==> config.mk <==
export PLATFORM = sky130hd
export DESIGN_NAME = dslope_seq
export DESIGN_NICKNAME = d
export VERILOG_FILES = /design/src/rtl/dslope_pkg.sv /design/src/rtl/dslope_prescale.sv /design/src/rtl/dslope_bcd_count.sv /design/src/rtl/dslope_phase_ctrl.sv /design/src/rtl/dslope_seq.sv
export SDC_FILE = /design/constraint.sdc
export NUM_CORES = 1
export LEC_CHECK = 0
export BUFFER_PORTS_ARGS = -buffer_cell sky130_fd_sc_hd__clkbuf_2
export CORE_ASPECT_RATIO = 1.5
export CORE_MARGIN = 2
export CORE_UTILIZATION = 45
export DETAILED_ROUTE_END_ITERATION = 8
export HOLD_SLACK_MARGIN = 0.03
export MAX_ROUTING_LAYER = met4
export PLACE_DENSITY = 0.65
export SYNTH_ARGS = -nofsm -noshare
export SYNTH_HDL_FRONTEND = slang
export SYNTH_SLANG_ARGS = --single-unit
==> constraint.sdc <==
create_clock -name clk_osc -period 13.8 [get_ports clk_osc]
set_input_delay 1.38 -clock clk_osc [delete_from_list [all_inputs] [get_ports clk_osc]]
set_output_delay 1.38 -clock clk_osc [all_outputs]
set_load 0.02 [all_outputs]
==> src/rtl/dslope_pkg.sv <==
package dslope_pkg;

   typedef enum logic [1:0] {
      PH_ZERO  = 2'd0,
      PH_AUTOZ = 2'd1,
      PH_SIGIN = 2'd2,
      PH_DEINT = 2'd3
   } dslope_phase_e;

endpackage

==> src/rtl/dslope_prescale.sv <==
module dslope_prescale #(
   parameter int DIV = 4
) (
   input  logic clk,
   input  logic rst_n,
   output logic tick
);
   if (DIV <= 1) begin : g_pass
      assign tick = 1'b1;
   end else begin : g_div
      localparam int PW = $clog2(DIV);
      localparam logic [PW-1:0] LAST = PW'(DIV - 1);
      logic [PW-1:0] pre_q;

      always_ff @(posedge clk) begin
         if (!rst_n)             pre_q <= '0;
         else if (pre_q == LAST) pre_q <= '0;
         else                    pre_q <= pre_q + 1'b1;
      end

      assign tick = (pre_q == LAST);
   end
endmodule

==> src/rtl/dslope_bcd_count.sv <==
module dslope_bcd_count #(
   parameter int DIGITS = 4
) (
   input  logic                   clk,
   input  logic                   rst_n,
   input  logic                   clr,
   input  logic                   inc,
   output logic [DIGITS-1:0][3:0] dig
);
   logic [DIGITS:0] carry;
   assign carry[0] = inc;

   for (genvar i = 0; i < DIGITS; i++) begin : g_dig
      logic [3:0] d_q;

      always_ff @(posedge clk) begin
         if (!rst_n || clr)   d_q <= 4'd0;
         else if (carry[i])   d_q <= (d_q == 4'd9) ? 4'd0 : d_q + 4'd1;
      end

      assign carry[i+1] = carry[i] && (d_q == 4'd9);
      assign dig[i]     = d_q;
   end
endmodule

==> src/rtl/dslope_phase_ctrl.sv <==
module dslope_phase_ctrl
   import dslope_pkg::*;
#(
   parameter int FRAME_COUNTS = 4000,
   parameter int INT_COUNTS   = 1000,
   parameter int DE_MAX       = 2000,
   parameter int ZI_MIN_OK    = 11,
   parameter int ZI_MAX_OK    = 140,
   parameter int ZI_MIN_OVR   = 31,
   parameter int ZI_MAX_OVR   = 640
) (
   input  logic          clk,
   input  logic          rst_n,
   input  logic          tick,
   input  logic          cmp_pos,
   input  logic          cmp_null,
   output dslope_phase_e phase,
   output logic          pol_pos,
   output logic          bcd_clr,
   output logic          bcd_inc,
   output logic          de_end,
   output logic          de_ovr,
   output logic          cycle_done
);
   localparam int CW = $clog2(FRAME_COUNTS + 1);
   localparam logic [CW-1:0] FRAME_C = CW'(FRAME_COUNTS);
   localparam logic [CW-1:0] INT_C   = CW'(INT_COUNTS);
   localparam logic [CW-1:0] DEMAX_C = CW'(DE_MAX);
   localparam logic [CW-1:0] ZLO_N   = CW'(ZI_MIN_OK);
   localparam logic [CW-1:0] ZHI_N   = CW'(ZI_MAX_OK);
   localparam logic [CW-1:0] ZLO_O   = CW'(ZI_MIN_OVR);
   localparam logic [CW-1:0] ZHI_O   = CW'(ZI_MAX_OVR);

   dslope_phase_e ph_q;
   logic [CW-1:0] cnt_q, de_len_q, zi_len_q;
   logic          ovr_last_q, pol_q, done_q;

   logic [CW-1:0] cnt_inc, zi_lo, zi_hi, az_len;
   logic          crossing, last;

   always_comb begin
      cnt_inc  = cnt_q + 1'b1;
      zi_lo    = ovr_last_q ? ZLO_O : ZLO_N;
      zi_hi    = ovr_last_q ? ZHI_O : ZHI_N;
      crossing = (cmp_pos != pol_q);
      az_len   = FRAME_C - INT_C - de_len_q - zi_len_q;
      unique case (ph_q)
         PH_ZERO:  last = (cmp_null && (cnt_inc >= zi_lo)) || (cnt_inc >= zi_hi);
         PH_AUTOZ: last = (cnt_inc >= az_len);
         PH_SIGIN: last = (cnt_inc >= INT_C);
         PH_DEINT: last = crossing || (cnt_inc >= DEMAX_C);
         default:  last = 1'b1;
      endcase
   end

   always_ff @(posedge clk) begin
      if (!rst_n) begin
         ph_q       <= PH_ZERO;
         cnt_q      <= '0;
         de_len_q   <= '0;
         zi_len_q   <= '0;
         ovr_last_q <= 1'b0;
         pol_q      <= 1'b0;
         done_q     <= 1'b0;
      end else if (tick) begin
         done_q <= (ph_q == PH_SIGIN) && last;
         if (last) begin
            cnt_q <= '0;
            unique case (ph_q)
               PH_ZERO: begin
                  zi_len_q <= cnt_inc;
                  ph_q     <= PH_AUTOZ;
               end
               PH_AUTOZ: ph_q <= PH_SIGIN;
               PH_SIGIN: begin
                  pol_q <= cmp_pos;
                  ph_q  <= PH_DEINT;
               end
               default: begin
                  de_len_q   <= cnt_inc;
                  ovr_last_q <= !crossing;
                  ph_q       <= PH_ZERO;
               end
            endcase
         end else begin
            cnt_q <= cnt_inc;
         end
      end
   end

   assign phase      = ph_q;
   assign pol_pos    = pol_q;
   assign bcd_clr    = tick && (ph_q == PH_SIGIN) && last;
   assign bcd_inc    = tick && (ph_q == PH_DEINT) && !last;
   assign de_end     = tick && (ph_q == PH_DEINT) && last;
   assign de_ovr     = !crossing;
   assign cycle_done = done_q;
endmodule

==> src/rtl/dslope_seq.sv <==
module dslope_seq
   import dslope_pkg::*;
#(
   parameter int DIV          = 4,
   parameter int FRAME_COUNTS = 4000,
   parameter int INT_COUNTS   = 1000,
   parameter int DE_MAX       = 2000,
   parameter int ZI_MIN_OK    = 11,
   parameter int ZI_MAX_OK    = 140,
   parameter int ZI_MIN_OVR   = 31,
   parameter int ZI_MAX_OVR   = 640
) (
   input  logic       clk_osc,
   input  logic       rst_n,
   input  logic       cmp_pos,
   input  logic       cmp_null,
   output logic [1:0] phase,
   output logic       count_tick,
   output logic       sw_zero_int,
   output logic       sw_auto_zero,
   output logic       sw_sig_int,
   output logic       sw_ref_pos,
   output logic       sw_ref_neg,
   output logic [3:0] rd_units,
   output logic [3:0] rd_tens,
   output logic [3:0] rd_hund,
   output logic       rd_thou,
   output logic       rd_neg,
   output logic       rd_ovr,
   output logic       cycle_done
);
   localparam int NDIG = 4;

   if (FRAME_COUNTS < INT_COUNTS + DE_MAX + ZI_MAX_OVR + 1) begin : g_bad_budget
      $error("dslope_seq: frame too short for worst-case phases");
   end
   if (DE_MAX > 2000 || DE_MAX < 1) begin : g_bad_cap
      $error("dslope_seq: de-integrate cap must fit the 3.5-digit reading");
   end
   if (ZI_MIN_OK > ZI_MAX_OK || ZI_MIN_OVR > ZI_MAX_OVR || ZI_MIN_OK < 1) begin : g_bad_zi
      $error("dslope_seq: integrator-clear limits inconsistent");
   end

   logic                 tick;
   dslope_phase_e        ph;
   logic                 pol_pos, bcd_clr, bcd_inc, de_end, de_ovr;
   logic [NDIG-1:0][3:0] bcd;

   dslope_prescale #(.DIV(DIV)) u_pre (
      .clk   (clk_osc),
      .rst_n (rst_n),
      .tick  (tick)
   );

   dslope_phase_ctrl #(
      .FRAME_COUNTS (FRAME_COUNTS),
      .INT_COUNTS   (INT_COUNTS),
      .DE_MAX       (DE_MAX),
      .ZI_MIN_OK    (ZI_MIN_OK),
      .ZI_MAX_OK    (ZI_MAX_OK),
      .ZI_MIN_OVR   (ZI_MIN_OVR),
      .ZI_MAX_OVR   (ZI_MAX_OVR)
   ) u_ctl (
      .clk        (clk_osc),
      .rst_n      (rst_n),
      .tick       (tick),
      .cmp_pos    (cmp_pos),
      .cmp_null   (cmp_null),
      .phase      (ph),
      .pol_pos    (pol_pos),
      .bcd_clr    (bcd_clr),
      .bcd_inc    (bcd_inc),
      .de_end     (de_end),
      .de_ovr     (de_ovr),
      .cycle_done (cycle_done)
   );

   dslope_bcd_count #(.DIGITS(NDIG)) u_bcd (
      .clk   (clk_osc),
      .rst_n (rst_n),
      .clr   (bcd_clr),
      .inc   (bcd_inc),
      .dig   (bcd)
   );

   // Result register: written once per conversion, at the end of de-integrate
   always_ff @(posedge clk_osc) begin
      if (!rst_n) begin
         rd_units <= 4'd0;
         rd_tens  <= 4'd0;
         rd_hund  <= 4'd0;
         rd_thou  <= 1'b0;
         rd_neg   <= 1'b0;
         rd_ovr   <= 1'b0;
      end else if (de_end) begin
         rd_units <= de_ovr ? 4'd0 : bcd[0];
         rd_tens  <= de_ovr ? 4'd0 : bcd[1];
         rd_hund  <= de_ovr ? 4'd0 : bcd[2];
         rd_thou  <= de_ovr || (bcd[3] != 4'd0);
         rd_neg   <= !pol_pos;
         rd_ovr   <= de_ovr;
      end
   end

   assign phase        = ph;
   assign count_tick   = tick;
   assign sw_zero_int  = (ph == PH_ZERO);
   assign sw_auto_zero = (ph == PH_AUTOZ);
   assign sw_sig_int   = (ph == PH_SIGIN);
   assign sw_ref_neg   = (ph == PH_DEINT) && pol_pos;
   assign sw_ref_pos   = (ph == PH_DEINT) && !pol_pos;
endmodule

==> results by group, run 1 <==
Timing
  – Final setup margin: between 8000 and 9000 ps
  – Setup Total Neg Slack: 0 ps
  – Worst clock skew: between 6 and 7 ps
  – Worst slew pin tran: approximately 990 ps
  – Final setup violation count: 0
  – Final hold vios: 0
  – Final Cycle Share: 0.388
  – Slew Limit Headroom: 0.334
  – Max Transition Viols Final: 0
  – Worst slack on hold paths: 425 ps
  – RSZ-0062 raised after global routing: false
  – Final min period: roughly 5400 ps
  – Max Clock Freq: 187 MHz

GRT
  – Via count of the first global-routing pass: 4,000
  – GRT Residual Overflow: 0
  – Met2 Resource Use GR: 0.401
  – GR peak layer: met2
  – GRT Total Usage: 0.225
  – Largest net degree at the start of global routing: between 50 and 60
  – Met1 GRT Util: 0.239
  – GR Util met3: 0.0344
  – First-pass GRT wire length: about 19 mm
  – Initial antenna violation count: 0

Synth
  – Number of synthesized register bits: 74
  – Synth Flop Type: dfxtp_1
  – Avg Cell Area, Syn: approximately 8.4 sq um
  – Synth Net Count: approximately 620
  – EDFF count, synth: 0
  – FFs w/ async S/R, synth: 0
  – Post-Synthesis Cells: ~560
  – Syn. warnings: 0
  – Netlist cell types: between 60 and 70
  – Mapped cell area: about 4700 sq um
  – Sequential fraction of the synthesis area: 0.315

Routing
  – 1st-iter DRT viols: about 250
  – Drt pass-1 iters: 4
  – Final WL: approximately 12 mm
  – # DRC: 0
  – Via/cell ratio: ~6
  – Vias: ~4,200
  – Drt wl/cell: roughly 17 um
  – Post-route ant nets: 0

Worst setup path
  – Setup crit end kind: register
  – Req. time, crit path: 14,080 ps
  – CP startpoint kind: register
  – Crit path DAT: roughly 5600 ps
  – Maximum fanout along the worst path: 13
  – Setup CP Type: reg -> reg

CTS
  – Setup bufs post-CTS: 0
  – Resized cells post-CTS: 0
  – Clock tree buffer depth: 2
  – Cts bufs inserted: 9
  – Latest clock arrival within the worst-skew pair: between 300 and 400 ps
  – Htree depth: 3
  – CTS tree: built
  – CTS sink count: 74
  – CTS root buf: clkbuf_16
  – Number of hold buffers added after CTS: 0
  – Clock Pin Slew Worst Setup and Hold Paths: approximately 60 ps

Floorplanning
  – Initial core utilization: 0.464
  – DIE WIDTH: a little under 90 um
  – Core area: between 10,000 and 15,000 sq um
  – Die H: between 100 and 150 um
  – Cell Rows: 45
  – Die Area: around 11,000 sq um
  – Io pins: 28

Placed design
  – Cells after DPL: 677
  – Gpl congestion: 0.901
  – DP Worst Slack: approximately 8500 ps
  – # port buffers: 27
  – Final HPWL DP: 8.77 mm

Cells and area
  – Antenna cell count: 0
  – Final #Nets: approximately 620
  – Commonest non-fill, non-tap cell in the layout: dfxtp_1
  – Commonest non-fill, non-tap cells in the layout: 74 x dfxtp_1, 53 x nand2_1, 47 x inv_1, 47 x ha_1, 31 x nor2_1
  – Final std cells w/o fill: 693
  – Fillers: 980
  – Share of layout cells above drive strength 1: 0.0972
  – Area grow syn2layout: 9.45%

Run
  – Max-cap violations: 0

Pwr
  – Power density over cell area: 90.5 nW/um^2
  – Leakage: ~2.2 nW
  – Max IR drop VDD: 0.0000636 V

Hold path
  – Worst hold path type: reg -> reg

Outcome
  – Outcome: completed
[cell type report]
class	count	area [sq um]	share of cell area
Inverter	49	184	0.0357
Sequential cell	74	1480	0.288
Timing Repair Buffer	30	158	0.0306
Clock inverter	7	61.3	0.0119
Multi-Input combinational cell	407	2890	0.562
Clock buffer	9	225	0.0438
Tap cell	117	146	0.0284
[registers in the layout, summed over array words and instances, names as in the netlist, 2 cells and up]
signal and flops:
u_bcd.g_dig.d_q 16, u_ctl.cnt_q 12, u_ctl.de_len_q 12, u_ctl.zi_len_q 12
rd_hund 4, rd_tens 4, rd_units 4, u_ctl.phase 2
u_pre.g_div.pre_q 2
[where the power goes]
part | total [mW] | switching (mW) | internal, mW
clock | 0.226 | 0.101 | 0.125
sequential | 0.217 | 0.00216 | 0.215
combinational | 0.0221 | 0.0156 | 0.00654
total | 0.466 | 0.119 | 0.346
[cell families after synthesis]
family / share of synthesized area
flip-flops: 0.315
XOR/XNOR: 0.0428
multiplexers: 0.0192
AND/OR/NAND/NOR: 0.205
adder cells (fa/ha/maj): 0.129
buffers and inverters: 0.0702
AO/OA/AOI/OAI: 0.218
[critical path, cell delays in order (launching register included)]
cell and delay, ps:
dfxtp_1 320, ha_1 280, inv_1 40, ha_1 210, fa_1 400, a21o_1 180, a21oi_1 220, o21bai_1 90
a21oi_1 210, o21bai_1 90, a21oi_1 250, mux2i_1 210, nand4_1 100, ha_1 320, a211o_1 290, a21oi_1 160
o311ai_0 160, a221oi_1 260, o211a_1 360, or2_2 340, o21ai_1 400, o21ba_2 380
[metal layers]
metal / share of wire / up-vias
li1: - / 2036
met2: 0.53 / 102
met3: 0.032 / 27
met5: 0 / -
met1: 0.40 / 1990
met4: 0.032 / 0
[synth_stat cells, types with 6 or more instances]
master | n | area share
dfxtp_1 | 74 | 0.32
nand2_1 | 53 | 0.042
ha_1 | 47 | 0.13
inv_1 | 47 | 0.038
nor2_1 | 31 | 0.025
nand3_1 | 30 | 0.032
o21ai_0 | 26 | 0.028
a21oi_1 | 18 | 0.019
clkbuf_1 | 17 | 0.014
nor2b_1 | 14 | 0.019
xnor2_1 | 13 | 0.024
buf_2 | 11 | 0.012
xor2_1 | 10 | 0.019
mux2i_1 | 9 | 0.019
o211a_1 | 9 | 0.019
a211oi_1 | 8 | 0.013
o31ai_1 | 8 | 0.013
a21o_1 | 7 | 0.011
a22o_1 | 7 | 0.013
and3_1 | 7 | 0.0093
nand4_1 | 7 | 0.0093
nand2b_1 | 6 | 0.0080
nor4_1 | 6 | 0.0080
[worst paths after layout]
kind / end / cells after the start / start / slack, ps
worst max-delay path: u_bcd.g_dig[3].d_q[2] / 21 / u_ctl.zi_len_q[1] / 8450
worst min-delay path: u_pre.g_div.pre_q[0] / 1 / u_pre.g_div.pre_q[0] / 420
worst max register to register: u_bcd.g_dig[3].d_q[2] / 21 / u_ctl.zi_len_q[1] / 8450
worst min register to register: u_pre.g_div.pre_q[0] / 1 / u_pre.g_div.pre_q[0] / 420
[per-stage QoR]
step           power (mW)  instance area (sq um)   util
2_1_floorplan       0.238                   4700      -
3_3_place_gp        0.244                   4860  0.480
3_5_place_dp        0.244                   4860  0.480
4_1_cts             0.468                   5150  0.508
5_1_grt             0.481                   5150  0.508
6_report            0.466                   5150  0.508
(Power assumes the default switching activity.)
==> run 2, diff against run 1 <==
--- a/config.mk
+++ b/config.mk
@@ -5,6 +5,7 @@
 export SDC_FILE = /design/constraint.sdc
 export NUM_CORES = 1
 export LEC_CHECK = 0
+export ABC_AREA = 1
 export BUFFER_PORTS_ARGS = -buffer_cell sky130_fd_sc_hd__clkbuf_2
 export CORE_ASPECT_RATIO = 1.5
 export CORE_MARGIN = 2
==> constraint.sdc (replaced) <==
create_clock -name clk_osc -period 5.3 [get_ports clk_osc]
set_input_delay 0.53 -clock clk_osc [delete_from_list [all_inputs] [get_ports clk_osc]]
set_output_delay 0.53 -clock clk_osc [all_outputs]
set_load 0.02 [all_outputs]
==> results by group, run 2 <==
Routing
  – # DRC: 0
  – Via/cell ratio: between 5 and 6
  – Final WL: approximately 10 mm
  – 1st-iter DRT viols: about 200
  – Post-route ant nets: 0
  – Drt wl/cell: around 14 um
  – Drt pass-1 iters: 5
  – Vias: approximately 3,900

Synth
  – FFs w/ async S/R, synth: 0
  – Synth Flop Type: dfxtp_1
  – Netlist cell types: 40
  – Avg Cell Area, Syn: between 7 and 8 sq um
  – Yosys top cell area share: 0.333
  – EDFF count, synth: 0
  – Sequential fraction of the synthesis area: 0.333
  – Top post-synthesis cells by area: dfxtp_1 33%, ha_1 13%, nand2_1 8.3%
  – Commonest cells post-synth: 98 x nand2_1, 81 x inv_1, 74 x dfxtp_1, 57 x nor2_1, 52 x a21oi_1
  – Mapped cell area: 4450 sq um
  – Post-Synthesis Cells: around 590
  – Yosys top cell by area: dfxtp_1
  – Synth Net Count: about 640
  – Number of synthesized register bits: 74
  – Syn. warnings: 0
  – Top-count cell post-synth: nand2_1

Worst setup path
  – R2r worst-path depth: 28
  – Setup crit end kind: register
  – Worst r2r src: u_ctl.zi_len_q[1]
  – Maximum fanout along the worst path: 22
  – Worst r2r dst: rd_thou
  – Setup CP Type: reg -> reg
  – Req. time, crit path: 5550 ps
  – CP max-delay cell: fa_1
  – Reg2Reg Setup Slack: between 800 and 900 ps
  – Crit path DAT: 4680 ps
  – CP dominant cell by count: nand2_1
  – Crit-path max cell delay: between 400 and 500 ps
  – CP startpoint kind: register
  – CP startpoint: u_ctl.zi_len_q[1]

Floorplanning
  – Initial core utilization: 0.462
  – DIE WIDTH: 85.2 um
  – Io pins: 28
  – Die Area: around 11,000 sq um
  – Core area: slightly below 10,000 sq um
  – Die H: around 130 um
  – Cell Rows: 44

GRT
  – Largest net degree at the start of global routing: 36
  – Initial antenna violation count: 0
  – GRT Residual Overflow: 0
  – GRT Total Usage: 0.207
  – First-pass GRT wire length: ~17 mm
  – Via count of the first global-routing pass: 3,651

Pwr
  – Flop pwr share: 0.438
  – P_int: 1.03 mW
  – Share of power burned in the clock network: 0.539
  – Power density over cell area: around 260 nW/um^2
  – Pwr Total: 1.28 mW
  – Max IR drop VDD: roughly 0.00023 V
  – Leakage: around 2.2 nW
  – Switching Fraction: 0.199
  – Comb pwr share: 0.024
  – Net Sw Power: roughly 0.26 mW

Timing
  – Setup Total Neg Slack: 0 ps
  – RSZ-0062 raised after global routing: false
  – Max Clock Freq: 226 MHz
  – Worst slew pin tran: between 700 and 800 ps
  – Final Cycle Share: 0.836
  – Worst clock skew: approximately 7.6 ps
  – Slew Limit Headroom: 0.490
  – Worst slack on hold paths: 427 ps
  – Max Transition Viols Final: 0
  – Final setup margin: slightly below 900 ps
  – Final setup violation count: 0
  – Final hold vios: 0
  – Final min period: between 4000 and 5000 ps

CTS
  – Clock Pin Slew Worst Setup and Hold Paths: ~60 ps
  – Resized cells post-CTS: 0
  – Htree depth: 3
  – Number of hold buffers added after CTS: 0
  – Setup bufs post-CTS: 0
  – CTS tree: built
  – Latest clock arrival within the worst-skew pair: approximately 330 ps
  – CTS root buf: clkbuf_16
  – Clock tree buffer depth: 2
  – CTS sink count: 74
  – Cts bufs inserted: 9

Placed design
  – DP Worst Slack: 939 ps
  – Gpl congestion: slightly below 0.9
  – Final HPWL DP: about 7.9 mm
  – DP Area: between 4000 and 5000 sq um
  – # port buffers: 27

Cells and area
  – Share of layout cells above drive strength 1: 0.125
  – Top reg by flops: u_bcd.g_dig.d_q
  – Area grow syn2layout: 11.5%
  – Finished layout cell area: approximately 5000 sq um
  – Commonest non-fill, non-tap cell in the layout: nand2_1
  – Commonest non-fill, non-tap cells in the layout: 98 x nand2_1, 81 x inv_1, 74 x dfxtp_1
  – Final #Nets: around 660
  – Antenna cell count: 0
  – Largest register FFs: 16

Hold path
  – Hold_sp: u_pre.g_div.pre_q[0]
  – Worst hold path type: reg -> reg
  – WHS Path Cells: 1
  – Hold EP: u_pre.g_div.pre_q[0]

Run
  – Max-cap violations: 0

Outcome
  – Outcome: completed
run 2: changes by cell type after synthesis, sizes merged, moves of 9 or more:
cell    delta
inv       +36
nor2      +33
nand2     +59
mux2i      -9
a21oi     +36
o211a      -9
a22oi     +12
clkbuf    -11
nor2b     -14
run 2: cell type report:
| class | instances | area (sq um) |
|---|---|---|
| Sequential cell | 74 | 1480 |
| Inverter | 84 | 315 |
| Tap cell | 115 | 144 |
| Multi-Input combinational cell | 415 | 2540 |
| Clock buffer | 11 | 233 |
| Timing Repair Buffer | 28 | 143 |
| Clock inverter | 5 | 103 |
| Fill cell | 930 | 4680 |
run 2: critical path, delay by kind of cell (launching register included):
family                     cells  cell delay, ps
adders and majority gates      4            1200
AOI/OAI and AO/OA              6             940
and+or+nand+nor               15            1450
buffers and inverters          2             360
DFF                            1             310
xor gates and xnor gates       1              90
run 2: through the flow:
stage | instances | utilization
2_1_floorplan | 591 | -
3_3_place_gp | 716 | 0.480
3_5_place_dp | 716 | 0.480
4_1_cts | 732 | 0.515
5_1_grt | 732 | 0.515
6_report | 732 | 0.515
run 2: worst max-delay path by stage:
| stage | slack, ps | to |
|---|---|---|
| floorplan | 1520 | u_bcd.g_dig[2].d_q[1] |
| global placement | 1080 | rd_thou |
| detailed placement | 940 | u_ctl.de_len_q[7] |
| CTS | 860 | rd_thou |
| global route | 320 | rd_thou |
| finish | 870 | rd_thou |
run 2: cell families after synthesis:
group | count (synthesis) | share of synthesized area
AO/OA/AOI/OAI | 125 | 0.164
AND/OR/NAND/NOR | 229 | 0.244
XOR/XNOR | 13 | 0.0256
adder cells (fa/ha/maj) | 48 | 0.137
flip-flops | 74 | 0.333
buffers and inverters | 102 | 0.0959
run 2: per-layer routing:
metal	GRT usage	vias up	wire length (um)
met1	0.221	1797	4260
met3	0.0308	11	290
met5	-	-	0
met4	0.0756	0	184
li1	-	1998	-
met2	0.380	67	5690
run 2: power groups by stage:
stage / logic (mW) / clock network (mW) / registers, mW
finish: 0.0305 / 0.690 / 0.561
global route: 0.0350 / 0.727 / 0.561
CTS: 0.0307 / 0.703 / 0.561
detailed placement: 0.0307 / 0 / 0.573
global placement: 0.0302 / 0 / 0.573
floorplan: 0.0236 / 0 / 0.572
